===== src/rtl/ztl_pkg.sv =====
// Package: shared helpers and types for the partitioned TCAM layer.
// Assumes nothing beyond IEEE 1800-2017 constant functions.
package ztl_pkg;

    // Index width for n items, never below one bit.
    function automatic int idx_w(input int n);
        return (n <= 1) ? 1 : $clog2(n);
    endfunction

    // Programming sequencer state.
    typedef enum logic {
        SEQ_IDLE   = 1'b0,
        SEQ_EXPAND = 1'b1
    } seq_state_e;

endpackage


===== src/rtl/ztl_prog_seq.sv =====
// Module: ztl_prog_seq
// Latches one ternary rule and sweeps a candidate subword value through
// 0 .. 2^SUBW-1, one value per cycle. Every slice tests the same candidate
// against its own part of the rule. Assumes the caller keeps searches off
// while busy; a request is taken only when no search strobe is present.
module ztl_prog_seq #(
    parameter int NSUB  = 2,
    parameter int SUBW  = 2,
    parameter int AW    = 1,
    localparam int KEYW = NSUB * SUBW,
    localparam int DEPTH = 1 << SUBW
) (
    input  logic            clk,
    input  logic            rst_n,
    input  logic            clr,
    input  logic            prog_valid,
    input  logic [AW-1:0]   prog_addr,
    input  logic [KEYW-1:0] prog_value,
    input  logic [KEYW-1:0] prog_care,
    input  logic            srch_valid,
    output logic            busy,
    output logic            wr_en,
    output logic [SUBW-1:0] wr_cand,
    output logic [KEYW-1:0] rule_val,
    output logic [KEYW-1:0] rule_care,
    output logic [AW-1:0]   rule_addr
);
    import ztl_pkg::*;

    seq_state_e    state_q;
    logic [SUBW-1:0] cnt_q;

    // Accept a rule when idle, then step the candidate until the last value.
    always_ff @(posedge clk) begin
        if (!rst_n) begin
            state_q   <= SEQ_IDLE;
            cnt_q     <= '0;
            rule_val  <= '0;
            rule_care <= '0;
            rule_addr <= '0;
        end else if (clr) begin
            state_q <= SEQ_IDLE;
            cnt_q   <= '0;
        end else begin
            case (state_q)
                SEQ_IDLE: begin
                    if (prog_valid && !srch_valid) begin
                        state_q   <= SEQ_EXPAND;
                        cnt_q     <= '0;
                        rule_val  <= prog_value;
                        rule_care <= prog_care;
                        rule_addr <= prog_addr;
                    end
                end
                default: begin
                    cnt_q <= cnt_q + 1'b1;
                    if (cnt_q == SUBW'(DEPTH - 1)) begin
                        state_q <= SEQ_IDLE;
                    end
                end
            endcase
        end
    end

    // Outputs follow the state directly.
    assign busy    = (state_q == SEQ_EXPAND);
    assign wr_en   = busy;
    assign wr_cand = cnt_q;

endmodule


===== src/rtl/ztl_subtable.sv =====
// Module: ztl_subtable
// Storage for one key slice: presence bits, row pointers and address-bit
// rows, each 2^SUBW deep. Rows are handed out in order of first use, so
// the row table never overflows: there are at most 2^SUBW distinct values.
// Reads are combinational; the caller registers them.
module ztl_subtable #(
    parameter int SUBW  = 2,
    parameter int KADDR = 2,
    parameter int AW    = 1,
    localparam int DEPTH = 1 << SUBW
) (
    input  logic             clk,
    input  logic             rst_n,
    input  logic             clr,
    input  logic             wr_en,
    input  logic [SUBW-1:0]  wr_cand,
    input  logic [SUBW-1:0]  wr_val,
    input  logic [SUBW-1:0]  wr_care,
    input  logic [AW-1:0]    wr_addr,
    input  logic [SUBW-1:0]  rd_sub,
    output logic             rd_present,
    output logic [SUBW-1:0]  rd_ptr,
    input  logic [SUBW-1:0]  row_sel,
    output logic [KADDR-1:0] row_bits
);
    logic             pres_q [DEPTH];
    logic [SUBW-1:0]  ptr_q  [DEPTH];
    logic [KADDR-1:0] row_q  [DEPTH];
    logic [SUBW-1:0]  alloc_q;
    logic             cand_hit;

    // The candidate is covered by the rule slice when all cared bits agree.
    assign cand_hit = wr_en && (((wr_cand ^ wr_val) & wr_care) == '0);

    // Clear on reset or command; otherwise record a covered candidate.
    always_ff @(posedge clk) begin
        if (!rst_n || clr) begin
            alloc_q <= '0;
            for (int i = 0; i < DEPTH; i++) begin
                pres_q[i] <= 1'b0;
                ptr_q[i]  <= '0;
                row_q[i]  <= '0;
            end
        end else if (cand_hit) begin
            if (!pres_q[wr_cand]) begin
                pres_q[wr_cand]         <= 1'b1;
                ptr_q[wr_cand]          <= alloc_q;
                row_q[alloc_q][wr_addr] <= 1'b1;
                alloc_q                 <= alloc_q + 1'b1;
            end else begin
                row_q[ptr_q[wr_cand]][wr_addr] <= 1'b1;
            end
        end
    end

    // Combinational read ports.
    assign rd_present = pres_q[rd_sub];
    assign rd_ptr     = ptr_q[rd_sub];
    assign row_bits   = row_q[row_sel];

endmodule


===== src/rtl/ztl_lpe.sv =====
// Module: ztl_lpe
// Layer priority encoder: the lowest set bit wins. With no bit set, hit is
// 0 and the index is 0.
module ztl_lpe #(
    parameter int KADDR = 2,
    parameter int AW    = 1
) (
    input  logic [KADDR-1:0] vec,
    output logic             hit,
    output logic [AW-1:0]    idx
);
    // Scan from the top down so the lowest set bit is assigned last.
    always_comb begin
        hit = |vec;
        idx = '0;
        for (int k = KADDR - 1; k >= 0; k--) begin
            if (vec[k]) idx = AW'(k);
        end
    end
endmodule


===== src/rtl/ztl_layer.sv =====
// Module: ztl_layer (top)
// One layer of the SRAM-emulated TCAM. Stage 1 reads presence bits and
// pointers for every slice. Stage 2 reads the selected rows, ANDs them,
// masks the result with the AND of the presence bits and priority-encodes
// it. Assumes searches are kept off while prog_busy is high.
module ztl_layer #(
    parameter int NSUB  = 2,
    parameter int SUBW  = 2,
    parameter int KADDR = 2,
    localparam int KEYW = NSUB * SUBW,
    localparam int AW   = ztl_pkg::idx_w(KADDR)
) (
    input  logic            clk,
    input  logic            rst_n,
    input  logic            clr,
    input  logic            prog_valid,
    input  logic [AW-1:0]   prog_addr,
    input  logic [KEYW-1:0] prog_value,
    input  logic [KEYW-1:0] prog_care,
    output logic            prog_busy,
    input  logic            srch_valid,
    input  logic [KEYW-1:0] srch_key,
    output logic            res_valid,
    output logic            res_hit,
    output logic [AW-1:0]   res_pma
);
    logic             wr_en;
    logic [SUBW-1:0]  wr_cand;
    logic [KEYW-1:0]  rule_val;
    logic [KEYW-1:0]  rule_care;
    logic [AW-1:0]    rule_addr;

    logic [NSUB-1:0]  rd_present;
    logic [SUBW-1:0]  rd_ptr [NSUB];
    logic [KADDR-1:0] rows   [NSUB];

    logic             s1_valid;
    logic             s1_allp;
    logic [SUBW-1:0]  s1_ptr [NSUB];

    logic [KADDR-1:0] match_vec;
    logic             lpe_hit;
    logic [AW-1:0]    lpe_idx;

    ztl_prog_seq #(.NSUB(NSUB), .SUBW(SUBW), .AW(AW)) seq_i (
        .clk       (clk),
        .rst_n     (rst_n),
        .clr       (clr),
        .prog_valid(prog_valid),
        .prog_addr (prog_addr),
        .prog_value(prog_value),
        .prog_care (prog_care),
        .srch_valid(srch_valid),
        .busy      (prog_busy),
        .wr_en     (wr_en),
        .wr_cand   (wr_cand),
        .rule_val  (rule_val),
        .rule_care (rule_care),
        .rule_addr (rule_addr)
    );

    // One storage bank per key slice.
    for (genvar i = 0; i < NSUB; i++) begin : g_sub
        ztl_subtable #(.SUBW(SUBW), .KADDR(KADDR), .AW(AW)) tbl_i (
            .clk       (clk),
            .rst_n     (rst_n),
            .clr       (clr),
            .wr_en     (wr_en),
            .wr_cand   (wr_cand),
            .wr_val    (rule_val[i*SUBW +: SUBW]),
            .wr_care   (rule_care[i*SUBW +: SUBW]),
            .wr_addr   (rule_addr),
            .rd_sub    (srch_key[i*SUBW +: SUBW]),
            .rd_present(rd_present[i]),
            .rd_ptr    (rd_ptr[i]),
            .row_sel   (s1_ptr[i]),
            .row_bits  (rows[i])
        );
    end

    // Stage 1: register the presence AND and the row pointers.
    always_ff @(posedge clk) begin
        if (!rst_n) begin
            s1_valid <= 1'b0;
            s1_allp  <= 1'b0;
            for (int i = 0; i < NSUB; i++) s1_ptr[i] <= '0;
        end else begin
            s1_valid <= srch_valid;
            s1_allp  <= &rd_present;
            for (int i = 0; i < NSUB; i++) s1_ptr[i] <= rd_ptr[i];
        end
    end

    // AND the rows of all slices, then gate the result with presence.
    always_comb begin
        match_vec = '1;
        for (int i = 0; i < NSUB; i++) match_vec = match_vec & rows[i];
        match_vec = match_vec & {KADDR{s1_allp}};
    end

    ztl_lpe #(.KADDR(KADDR), .AW(AW)) lpe_i (
        .vec(match_vec),
        .hit(lpe_hit),
        .idx(lpe_idx)
    );

    // Stage 2: register the encoded result; the address is zero on a miss.
    always_ff @(posedge clk) begin
        if (!rst_n) begin
            res_valid <= 1'b0;
            res_hit   <= 1'b0;
            res_pma   <= '0;
        end else begin
            res_valid <= s1_valid;
            res_hit   <= s1_valid && lpe_hit;
            res_pma   <= (s1_valid && lpe_hit) ? lpe_idx : '0;
        end
    end

endmodule


===== config.mk =====
export PLATFORM = sky130hd
export DESIGN_NAME = ztl_layer
export DESIGN_NICKNAME = d
export VERILOG_FILES = /design/src/rtl/ztl_pkg.sv /design/src/rtl/ztl_prog_seq.sv /design/src/rtl/ztl_subtable.sv /design/src/rtl/ztl_lpe.sv /design/src/rtl/ztl_layer.sv
export SDC_FILE = /design/constraint.sdc
export NUM_CORES = 1
export LEC_CHECK = 0
export BUFFER_PORTS_ARGS = -buffer_cell sky130_fd_sc_hd__buf_4
export CORE_ASPECT_RATIO = 1.4
export CORE_MARGIN = 3
export CORE_UTILIZATION = 50
export DETAILED_ROUTE_END_ITERATION = 16
export PLACE_DENSITY = 0.78
export SLEW_MARGIN = 20
export SYNTH_ARGS = -nofsm -noshare
export SYNTH_HDL_FRONTEND = slang
export SYNTH_SLANG_ARGS = --single-unit

===== constraint.sdc =====
create_clock -name clk -period 3.5 [get_ports clk]
set_input_delay 0.35 -clock clk [delete_from_list [all_inputs] [get_ports clk]]
set_output_delay 0.35 -clock clk [all_outputs]
set_load 0.02 [all_outputs]

# Yosys cells after proc, flatten, opt, wreduce, memory -nomap -nowiden
# Memory sizes are Yosys's and may differ from the RTL's. A register that Yosys moved wholly into a read port is not among the register bits.
# Index checks and enable logic that the tools add are counted.
[totals]
regBits = 21
latch_bits = 0
ramBits = 44
romBits = 0
mem_count = 7
[mem_list]
columns = ["name", "depth", "word_bits", "read_ports", "rd_ports_with_merged_regs", "write_ports", "line", "rtl"]
rows = [
  ["g_sub[0].tbl_i.ptr_q", 4, 2, 2, 1, 4, "ztl_subtable.sv:27", "logic [SUBW-1:0] ptr_q [DEPTH];"],
  ["g_sub[0].tbl_i.row_q", 4, 2, 1, 0, 4, "ztl_subtable.sv:28", "logic [KADDR-1:0] row_q [DEPTH];"],
  ["g_sub[1].tbl_i.ptr_q", 4, 2, 2, 1, 4, "ztl_subtable.sv:27", ""],
  ["g_sub[1].tbl_i.row_q", 4, 2, 1, 0, 4, "ztl_subtable.sv:28", ""],
  ["g_sub[0].tbl_i.pres_q", 4, 1, 2, 1, 4, "ztl_subtable.sv:26", "logic pres_q [DEPTH];"],
  ["g_sub[1].tbl_i.pres_q", 4, 1, 2, 1, 4, "ztl_subtable.sv:26", ""],
  ["+1 memories", "--", "--", "--", "--", "--", "--", ""],
]
[op_classes]
addsub = 3
n_mul = 0
div = 0
order_cmp = 2
n_eq_ne = 1
shifts = 0
n_mux = 64
bitwise_logic = 14
reduce_logical = 26
[op_table]
columns = ["cell", "count"]
rows = [
  ["$mux W2", 34],
  ["$mux W1", 29],
  ["$reduce_or A2 Y1", 8],
  ["$and A2 B2 Y2", 4],
  ["$add A2 B1 Y2 const B", 3],
  ["$not A1 Y1", 6],
  ["$reduce_and A2 Y1", 3],
  ["$logic_and A1 B1 Y1", 5],
  ["$logic_not A2 Y1", 2],
  ["$xor A2 B2 Y2", 2],
  ["$reduce_and A3 Y1", 1],
  ["$reduce_or A3 Y1", 1],
  ["$eq A2 B2 Y1 const B", 1],
  ["$logic_not A1 Y1", 2],
  ["$lt A1 B2 Y1 const B", 1],
  ["$or A1 B1 Y1", 2],
  ["$reduce_bool A2 Y1", 1],
  ["$reduce_or A1 Y1", 2],
  ["$demux W1 S1", 1],
  ["$ge A1 B1 Y1 const B", 1],
  ["$logic_or A1 B1 Y1", 1],
]

# Logic depth before layout (Yosys ltp)
[depth]
word_depth = 10
depth_mapped = 7
mapped_depth_nobuf = 6

# Cells and area by module
# A second synthesis with hierarchy kept.
[unflattened]
cells_unflattened = 263
hier_area_um2 = 3240.6
[by_module_without_submodules]
columns = ["mod", "instances", "cells_per_inst", "area_per_inst_um2", "seq_area_each_um2"]
rows = [
  ["ztl_subtable (g_sub[1].tbl_i)", 1, 96, 1256.2, 640.6],
  ["ztl_subtable (g_sub[0].tbl_i)", 1, 90, 1203.7, 640.6],
  ["ztl_prog_seq", 1, 55, 506.7, 240.2],
  ["ztl_layer", 1, 20, 261.5, 180.2],
  ["ztl_lpe", 1, 2, 12.5, 0.0],
]

# Least setup slack after synthesis
# No wires, ideal clock.
[synth_path]
path_kind = "reg-to-reg"
from = "reg (tool-made name)"
to = "mem g_sub[1].tbl_i.row_q[3][0] (enable)"
setup_ns = 0.311
t_arrival_ns = 1.832
required_time_ns = 3.189
setup_slack_ns = 1.357
stages_incl_launch_ff = 6
period_less_slack_ns = 2.143
path_cell_list = "dfxtp_1 buf_6 mux4_2 mux2_2 or3b_1 a21boi_0"
[synth_lines]
columns = ["item", "line"]
rows = [
  ["end: declaration", "ztl_subtable.sv:28"],
]

==> results.py <==
metrics = {
    "run_status": {
        "status": "finished, final reports clean",
    },
    "min_path": {
        "hp-class": "in2reg",
        "hold_depth": 2,
        "min_to": "s1_valid$_SDFF_PN0_",
        "hold_start": "srch_valid",
    },
    "detailed_routing": {
        "vias": 2146,
        "drcViolationCount": 0,
        "ant_nets": 0,
        "routed_wl_mm": 6.015,
        "wl_per_cell_um": 16.30,
        "first_iter_violations": 92,
        "viasPerCell": 5.816,
        "first_pass_iters": 4,
    },
    "clock_network": {
        "cts_made_buffers": 9,
        "path_clk_slew_ns": 0.07,
        "cts_root_buf": "clkbuf_8",
        "cts-resized-gates": 0,
        "htreeDepth": 3,
        "cts_setup_buffers": 0,
        "cts_max_path_buffers": 2,
        "cts_tree": "yes",
        "hold_buffers": 0,
        "cts_num_sinks": 67,
        "insertion_delay_ns": 0.33,
    },
    "synthesis": {
        "synth_compound_area_share_pct": 11.58,
        "ys_ff_latch": 67,
        "synthDistinctLibCells": 46,
        "synth_fa_ha_area_share_pct": 0.3834,
        "synthTopCellsByArea": "edfxtp_1 37%, dfxtp_1 17%, mux4_2 7.6%, nand2_1 3.5%, mux4_1 3.2%",
        "ys.flop_type": "edfxtp_1",
        "synth-simple-area-share_pct": 15.53,
        "yosys-mux-area-fraction_pct": 14.38,
        "ys_async_sr_fraction_pct": 0,
        "synth_xor_area_share_pct": 1.074,
        "syn_area_um2": 3263,
        "ys_seq_area_share_pct": 53.37,
        "yosysTopAreaCell": "edfxtp_1",
        "synth_top_family_by_area": "simple AND/OR/NAND/NOR gates",
        "synth-edff-count": 40,
        "syn-num-nets": 295,
        "synth_top_area_share_pct": 36.81,
        "synth_area_per_cell_um2": 11.82,
        "netlist_instances": 276,
        "synth_warnings": 0,
    },
    "power_and_ir_drop": {
        "leakagePower_uw": 0.001319,
        "p_per_area_nw_per_um2": 434.7,
        "vdd_drop_max_uv": 284.1,
    },
    "layout": {
        "fill_cells": 516,
        "multi_input_area_um2": 1401,
        "layoutNonFillerInstCount": 369,
        "n_antenna_cell": 0,
        "ff_latch_area_um2": 1742,
        "syn_to_final_growth_pct": 10.81,
        "drive_gt1_share_pct": 20.54,
        "nets": 311,
    },
    "sta": {
        "fin_crit_ns": 2.580,
        "timing.fmax_mhz": 387.5,
        "finalSetupViolations": 0,
        "rsz0062_at_grt": "false",
        "hold_violations": 0,
        "worstMarginPinSlew_ns": 0.7764,
        "max_slew_margin_pct": 47.84,
        "drv_slew": 0,
        "post-route-period-util_pct": 73.73,
        "skew_ns": 0.006555,
        "setup_tns_ns": 0,
    },
    "global_routing": {
        "grt_first_pass_wirelength_mm": 10.07,
        "antenna_found_initial": 0,
        "grt_start_max_net_pins": 28,
        "grt_pass1_vias": 2163,
        "grtUsageTotal_pct": 18.06,
        "grt_overflow": 0,
    },
    "floorplanning": {
        "dieArea_um2": 7545,
        "die_h_um": 101.6,
        "io_pins": 22,
        "core_um2": 6254,
        "start_util_pct": 52.18,
        "dieWidth_um": 74.28,
        "fp-row-count": 34,
    },
    "job": {
        "maxCapViolCount": 0,
    },
    "place": {
        "routabilityCongestion": 0.8594,
        "dp_hpwl_mm": 4.697,
        "dp_cells": 353,
        "port_buffers": 21,
    },
    "critical_path": {
        "reg2regPathDepth": 4,
        "crit_required_ns": 3.48,
        "critical_path_class": "reg2reg",
        "cp_data_arrival_time_ns": 2.56,
        "start_kind": "flip-flop",
        "r2r_end": "g_sub[0].tbl_i.ptr_q[0][1]$_SDFFCE_PN0P_",
        "worstPathMaxFanout": 15,
        "end_kind": "flip-flop",
        "r2r_setup_slack_ns": 0.92,
    },
}
-- flip-flops by register name (all words and copies together) (netlist names), named ones only --
signal,cells
seq_i.busy,1
res_hit,1
g_sub.tbl_i.pres_q,8
seq_i.rule_val,4
s1_valid,1
g_sub.tbl_i.row_q,16
s1_allp,1
res_pma,1
res_valid,1
seq_i.wr_cand,2
s1_ptr,4
g_sub.tbl_i.ptr_q,16
g_sub.tbl_i.alloc_q,4
seq_i.rule_addr,1
seq_i.rule_care,4
-- metrics by stage --
stage / total power (uW) / hold slack, ns / cell area (um^2) / utilization, % / setup WS, ns
floorplan: 967.4 / 0.4227 / 3263 / - / 1.357
global placement: 1003 / 0.4678 / 3440 / 55.00 / 1.063
detailed placement: 1008 / 0.4737 / 3440 / 55.00 / 0.9104
CTS: 1586 / 0.2213 / 3616 / 57.82 / 0.9011
global route: 1633 / 0.2387 / 3616 / 57.82 / 0.7165
finish: 1572 / 0.2308 / 3616 / 57.82 / 0.9196
-- critical path: stages, from the launching register on --
cell and delay, ns:
dfxtp_1 0.54, mux4_2 0.64, a221oi_4 0.36, nand3_4 0.23, o21ai_0 0.44
-- layout by cell type, fill, tap and decap left out, types with 2 or more instances in the layout --
cell type / count
edfxtp_1: 40
nand2_1: 30
dfxtp_1: 27
buf_4: 23
nor2_1: 20
o21ai_0: 18
mux4_2: 11
a21boi_0: 11
nor3_1: 10
inv_1: 9
nand3_1: 9
clkbuf_8: 9
nand2b_1: 7
mux2i_1: 6
o31ai_1: 6
mux2_2: 5
and2_1: 5
xor2_1: 4
mux4_1: 4
a21oi_1: 4
nand4_1: 3
nor3_2: 3
clkbuf_1: 3
clkinv_1: 3
nor2b_1: 2
a221o_1: 2
or2_2: 2
or3_1: 2
-- layout make-up --
cell class | count | area share, %
inverter | 9 | 0.9343
clock buffer | 12 | 3.737
timing repair buffer | 23 | 4.775
sequential | 67 | 48.17
tap | 72 | 2.491
clock inverter | 4 | 1.142
multi-input combinational | 182 | 38.75
-- layer usage --
metal / vias up / global-route usage, % / wire, um
met1: 1033 / 20.79 / 2410
met2: 40 / 30.87 / 3234
met4: 0 / 10.41 / 178
met3: 14 / 3.376 / 191
met5: - / 0 / 0
li1: 1059 / - / -
-- cell usage after synthesis (2+ instances only) --
cell       n
edfxtp_1  40
nand2_1   30
dfxtp_1   27
nor2_1    20
o21ai_0   18
a21boi_0  11
mux4_2    11
clkbuf_1  10
nor3_1    10
inv_1      9
nand3_1    9
nand2b_1   7
mux2i_1    6
o31ai_1    6
and2_1     5
mux2_2     5
a21oi_1    4
mux4_1     4
xor2_1     4
buf_1      3
buf_2      3
nand4_1    3
nor3_2     3
a221o_1    2
buf_6      2
nor2b_1    2
or2_2      2
or3_1      2
-- cells by family (layout without fill, tap and decap cells) --
family | after synthesis | in the layout
simple gates | 99 | 99
flops | 67 | 67
compound gates | 52 | 52
buf+inv | 27 | 48
mux | 26 | 26
xor+xnor | 4 | 4
fa+ha+maj | 1 | 1
-- worst max path at each step --
stage | start | to | slack (ns) | depth (start not counted)
final | flip-flop | g_sub[0].tbl_i.ptr_q[0][1]$_SDFFCE_PN0P_ | 0.92 | 4
after global routing | flip-flop | g_sub[0].tbl_i.ptr_q[1][0]$_SDFFCE_PN0P_ | 0.72 | 4
after CTS | flip-flop | g_sub[0].tbl_i.ptr_q[0][1]$_SDFFCE_PN0P_ | 0.90 | 4
after detailed placement | flip-flop | g_sub[0].tbl_i.ptr_q[0][1]$_SDFFCE_PN0P_ | 0.91 | 4
after global placement | flip-flop | g_sub[0].tbl_i.pres_q[0]$_SDFFCE_PN0P_ | 1.06 | 4
after floorplan | flip-flop | g_sub[1].tbl_i.row_q[3][0]$_DFFE_PP_ | 1.36 | 5
-- report_power, final --
group / switching, uW / leakage, uW / internal [uW] / total [uW]
Clock: 259 / 0.0000871 / 323 / 582
Combinational: 56.1 / 0.000567 / 52.9 / 109
Sequential: 18.3 / 0.000665 / 863 / 881
Total: 334 / 0.00132 / 1240 / 1570
Power figures use the tool's default switching activity.
